## config.mk

```make
export PLATFORM = sky130hd
export DESIGN_NAME = flash_page_writer
export DESIGN_NICKNAME = d
export VERILOG_FILES = /design/src/rtl/flash_page_writer.sv
export SDC_FILE = /design/constraint.sdc
export NUM_CORES = 1
export LEC_CHECK = 0
export ABC_CLOCK_PERIOD_IN_PS = 6200
export BUFFER_PORTS_ARGS = -buffer_cell sky130_fd_sc_hd__clkbuf_2
export CAP_MARGIN = 20
export CORE_MARGIN = 2
export CORE_UTILIZATION = 52
export CTS_CLUSTER_DIAMETER = 150
export DETAILED_ROUTE_END_ITERATION = 16
export PLACE_DENSITY_LB_ADDON = 0.08
export SLEW_MARGIN = 40
export SYNTH_ARGS = -nofsm -noshare
export SYNTH_HDL_FRONTEND = slang
export SYNTH_SLANG_ARGS = --single-unit
```

## constraint.sdc

```tcl
create_clock -name clk -period 6.2 [get_ports clk]
set_input_delay 0.62 -clock clk [delete_from_list [all_inputs] [get_ports clk]]
set_output_delay 0.62 -clock clk [all_outputs]
set_load 0.03 [all_outputs]
```

## src/rtl/flash_page_writer.sv

```systemverilog
module flash_page_writer #(
  parameter int AW = 24,
  parameter int LW = 16,
  parameter int TW = 20,
  parameter int PW = 9
) (
  input  logic          clk,
  input  logic          rst_n,
  input  logic          req_valid,
  input  logic [AW-1:0] req_addr,
  input  logic [LW-1:0] req_len,
  input  logic [PW-1:0] page_size,
  input  logic [AW:0]   dev_size,
  input  logic [TW-1:0] ready_tmo,
  input  logic [TW-1:0] cmd_tmo,
  output logic          cmd_req,
  output logic [AW+7:0] cmd_hdr,
  output logic [PW-1:0] cmd_len,
  input  logic          cmd_ack,
  input  logic          cmd_done,
  input  logic          cmd_wip,
  input  logic          cmd_wm,
  input  logic          eng_pull,
  output logic          src_pop,
  output logic          busy,
  output logic          done,
  output logic [LW-1:0] bytes_written,
  output logic [1:0]    err
);
  localparam logic [1:0] E_OK = 2'd0, E_RANGE = 2'd1, E_IO = 2'd2, E_BUSY = 2'd3;

  typedef enum logic [2:0] {S_IDLE, S_PREQ, S_PWAIT, S_PGAP, S_WREQ, S_WWAIT, S_GREQ, S_GWAIT} st_t;
  st_t state;

  logic [AW-1:0] addr;
  logic [LW-1:0] rem;
  logic [TW-1:0] tmr, rdy;
  logic [PW-1:0] room, chunk;
  logic          too_far, in_poll;

  assign room    = page_size - (addr[PW-1:0] & (page_size - 1'b1));
  assign chunk   = (LW'(room) < rem) ? room : rem[PW-1:0];
  assign too_far = ({1'b0, req_addr} + (AW+1)'(req_len)) > dev_size;
  assign in_poll = state inside {S_PREQ, S_PWAIT, S_PGAP};

  assign busy    = state != S_IDLE;
  assign cmd_req = state inside {S_PREQ, S_WREQ, S_GREQ};
  assign cmd_len = (state inside {S_GREQ, S_GWAIT}) ? chunk : '0;
  assign src_pop = eng_pull && state == S_GWAIT;
  always_comb begin
    if (state inside {S_GREQ, S_GWAIT})      cmd_hdr = {8'h02, addr};
    else if (state inside {S_WREQ, S_WWAIT}) cmd_hdr = {8'h06, {AW{1'b0}}};
    else                                     cmd_hdr = {8'h05, {AW{1'b0}}};
  end

  always_ff @(posedge clk or negedge rst_n) begin
    if (!rst_n) begin
      state <= S_IDLE; addr <= '0; rem <= '0; tmr <= '0; rdy <= '0;
      bytes_written <= '0; err <= E_OK; done <= 1'b0;
    end else begin
      done <= 1'b0;
      tmr  <= tmr + 1'b1;
      if (in_poll) rdy <= rdy + 1'b1;
      case (state)
        S_IDLE: if (req_valid) begin
          bytes_written <= '0; err <= E_OK; addr <= req_addr; rem <= req_len;
          tmr <= '0; rdy <= '0;
          if (too_far) begin err <= E_RANGE; done <= 1'b1; end
          else if (req_len == '0) done <= 1'b1;
          else state <= S_PREQ;
        end
        S_PREQ, S_WREQ, S_GREQ: begin
          if (cmd_ack) begin
            tmr <= '0;
            state <= (state == S_PREQ) ? S_PWAIT : (state == S_WREQ) ? S_WWAIT : S_GWAIT;
          end else if (tmr >= cmd_tmo) begin
            state <= S_IDLE; err <= E_IO; done <= 1'b1;
          end
        end
        S_PWAIT: begin
          if (cmd_done) begin tmr <= '0; state <= cmd_wip ? S_PGAP : S_WREQ; end
          else if (tmr >= cmd_tmo) begin state <= S_IDLE; err <= E_IO; done <= 1'b1; end
        end
        S_PGAP: begin
          tmr <= '0;
          if (rdy >= ready_tmo) begin state <= S_IDLE; err <= E_BUSY; done <= 1'b1; end
          else state <= S_PREQ;
        end
        S_WWAIT: begin
          tmr <= '0;
          if (cmd_done) begin
            if (cmd_wm) state <= S_GREQ;
            else begin state <= S_IDLE; err <= E_IO; done <= 1'b1; end
          end else if (tmr >= cmd_tmo) begin state <= S_IDLE; err <= E_IO; done <= 1'b1; end
          else tmr <= tmr + 1'b1;
        end
        S_GWAIT: begin
          if (cmd_done) begin
            tmr <= '0; rdy <= '0;
            bytes_written <= bytes_written + LW'(chunk);
            addr <= addr + AW'(chunk);
            rem  <= rem - LW'(chunk);
            if (rem == LW'(chunk)) begin state <= S_IDLE; done <= 1'b1; end
            else state <= S_PREQ;
          end else if (tmr >= cmd_tmo) begin state <= S_IDLE; err <= E_IO; done <= 1'b1; end
        end
        default: state <= S_IDLE;
      endcase
    end
  end

  p_req_hold_r11: assert property (@(posedge clk) disable iff (!rst_n)
    cmd_req && !cmd_ack && (tmr < cmd_tmo) |=> cmd_req && $stable(cmd_hdr) && $stable(cmd_len));
  p_page_bound_r1: assert property (@(posedge clk) disable iff (!rst_n)
    cmd_req && cmd_hdr[AW+7:AW] == 8'h02 |->
      (cmd_len != '0) && (({1'b0, cmd_hdr[PW-1:0] & (page_size - 1'b1)} + {1'b0, cmd_len}) <= {1'b0, page_size}));
  p_poll_gap_r3: assert property (@(posedge clk) disable iff (!rst_n)
    state == S_PWAIT && cmd_done && cmd_wip |=> !cmd_req);
  p_pop_gate_r5: assert property (@(posedge clk) disable iff (!rst_n)
    src_pop |-> !cmd_req && cmd_hdr[AW+7:AW] == 8'h02);
  p_count_up_r8: assert property (@(posedge clk) disable iff (!rst_n)
    busy |=> bytes_written >= $past(bytes_written));
  p_range_empty_r6: assert property (@(posedge clk) disable iff (!rst_n)
    done && err == E_RANGE |-> bytes_written == '0);
endmodule

```

---- Word-level counts from Yosys, hierarchy flattened ----
Cells that the tools add are included.
word-level totals
  bits in registers ....................... 102
  bits in latches ......................... 0
  memory bits (writable) .................. 0
  ROM bits ................................ 0
  bits of input ports ..................... 122
  output and inout bits ................... 63
  logic and storage cells ................. 110
  memories kept ........................... 0
cells by class
  add/sub/neg operators ................... 8
  multipliers ............................. 0
  divide/modulo/power cells ............... 0
  order comparisons ....................... 4
  eq/ne operators ......................... 16
  shifts and indexed selects .............. 0
  multiplexer cells ....................... 59
  bitwise logic cells ..................... 1
  reduce and logical (&&, ||, !) cells .... 14
operators by type and width
  operator                                       count
  2-to-1 mux 20 bit                              8
  one-hot mux 20 bit (5 select lines)            1
  2-to-1 mux 16 bit                              4
  one-hot mux 16 bit (2 select lines)            2
  2-to-1 mux 24 bit                              2
  one-hot mux 24 bit (2 select lines)            1
  adder 20 x 1 -> 20 bit, second input constant  2
  >= comparator 20 bit                           2
  one-hot mux 20 bit (2 select lines)            1
  2-to-1 mux 3 bit                               11
  2-to-1 mux 32 bit                              1
  2-to-1 mux 26 bit                              1
  adder 24 x 16 -> 25 bit                        1
  greater-than comparator 25 bit                 1
  adder 24 x 9 -> 24 bit                         1
  2-to-1 mux 9 bit                               2
  one-hot mux 3 bit (6 select lines)             1
  adder 16 x 9 -> 16 bit                         1
  == test 16 x 9 -> 1 bit                        1
  zero test 16 bit                               1
  less-than comparator 9 x 16 -> 1 bit           1
  2-to-1 mux 2 bit                               8
  subtractor 16 x 9 -> 16 bit                    1
  2-to-1 mux 1 bit                               14
  19 further kinds                               33

---- Longest topological paths before layout ----
  depth after elaboration ................. 9
  gate-level depth with buffers ........... 34

---- Least setup slack after synthesis ----
No wires, ideal clock.
  path kind ............................... input -> register
  start ................................... input port page_size[1]
  end ..................................... register addr[22]
  data arrival time ....................... 6.888 ns
  setup slack ............................. -0.788 ns
  cell stages on the path ................. 34
  buffers on the path ..................... 3
  cell sequence ........................... buf_2 -> inv_1 -> ha_1 -> or3b_2 -> nor3_1 -> xor2_1 -> nand2_1 -> ha_1 -> o21a_1 -> a21oi_2 -> xnor2_1 -> inv_1 -> ha_1 -> o21ai_0 -> o21ai_0 -> o21a_1 -> buf_4 -> clkbuf_1 -> nor3_1 -> a21oi_1 -> ha_1 -> inv_1 -> fa_1 -> nor2b_1 -> o21ai_0 -> a21boi_0 -> o21ai_0 -> a21boi_0 -> o21ai_0 -> a21boi_0 -> o2111ai_1 -> nor3_1 -> a211oi_1 -> a311oi_1
between the ends
  longest elaborated chain between the ends .. 8
RTL lines
  item                                     RTL line  text
  from (decl)                              12        input logic [PW-1:0] page_size,
  subtractor 9 x 1 -> 9 bit                41        assign room = page_size - (addr[PW-1:0] & (page_size - 1'b1));
  AND 9 bit                                41
  subtractor 9 bit (*)                     41
  less-than comparator 9 x 16 -> 1 bit     42        assign chunk = (LW'(room) < rem) ? room : rem[PW-1:0];
  2-to-1 mux 9 bit (*)                     42
  adder 24 x 9 -> 24 bit (*)               101       addr <= addr + AW'(chunk);
  2-to-1 mux 24 bit (*)                    98        if (cmd_done) begin
  one-hot mux 24 bit (2 select lines) (*)  64        case (state)
  to (signal assigned)                     101
  to (decl)                                35        logic [AW-1:0] addr;
Mark *: on every way between the ends. The rest lies on a longest branch, timed or not. The select of a mux whose other input is x is not followed.
A chain may end at the register's enable or synchronous reset.

---- Worst setup path after layout ----
  start ................................... input port page_size[0]
  end ..................................... register rem[15]
between the ends
  longest elaborated chain between the ends .. 8
RTL lines
  item                                     RTL line  text
  subtractor 9 x 1 -> 9 bit                41
  AND 9 bit                                41
  subtractor 9 bit (*)                     41
  less-than comparator 9 x 16 -> 1 bit     42
  2-to-1 mux 9 bit (*)                     42
  subtractor 16 x 9 -> 16 bit (*)          102       rem <= rem - LW'(chunk);
  2-to-1 mux 16 bit (*)                    98
  one-hot mux 16 bit (2 select lines) (*)  64
  to (signal assigned)                     102
  to (decl)                                36        logic [LW-1:0] rem;
Marks and branches as above.

==> implementation parameters <==
Parameter                              Value

Outcome
  Result of the run ... finished clean

Yosys
  Number of enable flip-flop cells after synthesis ... 0
  Main synth FF type ... dfrtp_1
  Count of different cell masters after synthesis ... 78
  Share of flip-flops with an asynchronous set or reset after synthesis ... 100%
  Top area cells in the synthesized netlist ... dfrtp_1 (26%), ha_1 (15%), inv_1 (4.6%)
  Number of storage elements in the synthesis netlist ... 102
  Post-synthesis instance total ... 1,241
  Cell area after synthesis ... 0.00989 sq mm
  Library cell occupying the most area in the post-synthesis netlist ... dfrtp_1
  Fraction of post-synthesis cell area in the top cell type by area ... 25.8%
  Synth Area per Inst ... 7.97 sq um
  Part of the Yosys area used for sequential elements ... 25.8%
  Count of warnings emitted by yosys ... 0

Timing
  Relative slew slack ... 50.7%
  Setup violators final ... 0
  Fin Setup TNS ... 0 ns
  Max Clock Skew ... 0.0103 ns
  Clock period minus final worst setup slack ... 5.91 ns
  Transition time at the pin with the least slew margin ... 0.740 ns
  Hold_ws ... 0.173 ns
  Maximum operating frequency ... 0.169 GHz
  Final Hold Violating Endpoints ... 0
  Final period util ... 95.3%
  Final number of max-transition violations ... 0

Cells and area
  Area of the multi-input gates ... 0.00680 sq mm
  Commonest cells after routing, fill and taps aside ... clkbuf_2 (178), inv_1 (118), ha_1 (116)
  Most frequent standard cell in the layout excluding fill and tap cells ... clkbuf_2
  Layout cell share with drive strength beyond 1 ... 20.8%
  Register cell area after layout ... 0.00255 sq mm
  Filler instances ... 1,705
  ANT cells ... 0
  Nets ... 1,684
  Final instance area ... 0.0118 sq mm
  Area growth from synthesis to layout ... 19.0%

Pwr
  Fraction of power consumed by the clock network ... 13.2%
  Static power due to leakage ... 6.15 nW
  Internal Dissipation ... 2.41 mW
  Total power ... 4.64 mW
  Maximum ir drop on the vdd rail ... 0.231 mV
  Net switching power of the design ... 2.23 mW
  Power per Cell Area ... 394 mW/mm^2
  Share of power burned in registers ... 24.4%
  Combinational share of power ... 62.4%
  Net switching share of the total power ... 48.1%

Setup path
  Number of cells on the worst reg-to-reg path ... 28
  Standard cell with the maximum stage delay on the critical path ... or3b_4
  Worst path buffer plus inverter count ... 5
  Crit-path leading delay family ... compound AO/OA/AOI/OAI gates
  Critical path arrival ... 6.15 ns
  Max Fanout on Critical Path ... 4
  Req. time, crit path ... 6.44 ns
  Depth of the critical timing path with buffers and inverters included ... 29
  Kind of critical path ... input pin to flip-flop
  Element type at the critical path end ... flip-flop
  Maximum single-stage delay on the critical path ... 0.39 ns
  Sort of element at the start of the critical path ... input pin

Floorplanning
  Number of primary I/O pins ... 185
  Count of standard-cell rows ... 50
  Die area ... 0.0201 sq mm
  Height of the die ... 142 um
  Area of the core ... 0.0187 sq mm
  Die width ... 142 um
  Initial Utilization ... 52.9%

Global route
  Total routing resource utilization after global routing ... 27.1%
  Number of antenna violations at the first check in global routing ... 0
  Via count of the first global-routing pass ... 8,975
  Global-route wire length before repair ... 44.0 mm
  Largest net degree at the start of global routing ... 56
  Total global routing overflow ... 0

Clock tree
  Skew-Pair Late Insertion Delay ... 0.36 ns
  TritonCTS clock tree ... built
  Clock-pin slew on the worst setup and hold paths ... 0.07 ns
  Sink Count ... 102
  Cell at the root of the clock tree ... clkbuf_16
  Number of buffers inserted during clock tree synthesis ... 9
  Buffers from clock root to sink, at most ... 2
  H-Tree Depth ... 3

Routing
  Total length of routed wires ... 27.2 mm
  DR pass1 iterations ... 6
  Post-route DRC ... 0
  DRT antenna net count ... 0
  Detail-routed net length per standard cell ... 16.2 um
  Mean number of vias per cell ... 5.72
  Detailed router's first-iteration violation count ... 533
  Total via count in the routed design ... 9,598

Placement
  Area of placed instances ... 0.0113 sq mm
  Sum of net half-perimeters after detailed placement ... 21.0 mm
  Total of buffers placed on input and output ports ... 179
  Placer Congestion ... 0.915

Worst hold path
  Min-delay worst type ... input pin to async pin

Flow run
  Number of max-cap violations ... 0
-- synth_stat cells (all sizes together), types with 5 or more instances --
master	number
buf	11
a31oi	10
xor2	42
o211ai	11
a221o	7
o21bai	7
dfrtp	102
nor2b	18
nor3	29
a211oi	15
a21boi	6
or3	13
mux2i	11
a21oi	81
o31ai	7
o311a	6
nand2b	10
nor2	112
nand3	35
nand2	105
o21a	10
clkbuf	42
ha	119
inv	120
xnor2	44
o21ai	77
and3	40
a21o	37
nand4	24
nor4	7
o22ai	5
and2	9
a22oi	7
-- per-layer routing --
layer,up-vias,track usage (%),wire [um]
met1,4476,36.8,12200
met3,35,4.08,1540
met5,-,0,0
li1,4784,-,-
met2,303,45.9,12900
met4,0,6.26,537
-- timing repair --
| action | in CTS | in global routing |
|---|---|---|
| hold buffers | 0 | 0 |
| gates resized for setup | 0 | 16 |
| endpoints found under the hold margin | 0 | 0 |
| setup endpoints to repair | 0 | 28 |
| buffers inserted | 0 | 7 |
-- cell type report --
cell class | instances | area share, %
clock inverter | 7 | 0.776
timing repair buffer | 236 | 11.5
sequential | 102 | 21.7
tap | 234 | 2.49
inverter | 121 | 3.86
multi-input combinational | 969 | 57.8
clock buffer | 9 | 1.91
-- worst reg2reg max path, delay by kind of cell, from the launching register on --
kind | cells | cell delay, ns
flops | 1 | 0.43
buf+inv | 4 | 0.50
simple gates | 1 | 0.35
xor+xnor | 1 | 0.20
mux | 2 | 0.38
fa+ha+maj | 5 | 1.20
compound gates | 15 | 2.54
-- cells by family after synthesis --
logic type / share of synthesized area (%)
adders and majority gates: 16.1
xor gates and xnor gates: 7.84
muxes: 1.23
buffers and inverters: 6.86
DFF: 25.8
other: 0.0379
and+or+nand+nor: 20.4
AOI/OAI and AO/OA: 21.8
-- through the flow --
stage,setup WS (ns),std cells,util (%)
final,0.293,1678,62.9
after global routing,-0.117,1678,62.9
after floorplan,-0.0153,1245,-
after CTS,0.298,1670,62.3
after detailed placement,-0.0606,1654,60.6
after global placement,0.0781,1654,60.6
-- path summary, 6_finish.rpt --
| kind | startpoint | to | slack, ns |
|---|---|---|---|
| setup reg to reg | addr[1] | rem[15] | 0.50 |
| hold / removal | rst_n | rdy[11] | 0.17 |
| min in group clk | req_addr[0] | addr[0] | 0.51 |
| setup / recovery | page_size[0] | rem[15] | 0.29 |
| max in group asynchronous | rst_n | addr[4] | 5.01 |
| hold reg to reg | bytes_written[6] | bytes_written[6] | 0.53 |
-- flip-flops by register name (all words and copies together), names as in the netlist --
register,cells
done,1
tmr,20
err,2
state,3
bytes_written,16
rem,16
rdy,20
addr,24
-- power groups by stage --
stage | sequential [mW] | clock [mW] | combinational, mW
floorplan | 1.05 | 0 | 2.03
global route | 1.16 | 0.649 | 3.20
global placement | 1.13 | 0 | 2.73
detailed placement | 1.13 | 0 | 2.77
CTS | 1.12 | 0.628 | 2.79
finish | 1.13 | 0.613 | 2.89
Power figures use the tool's default switching activity.
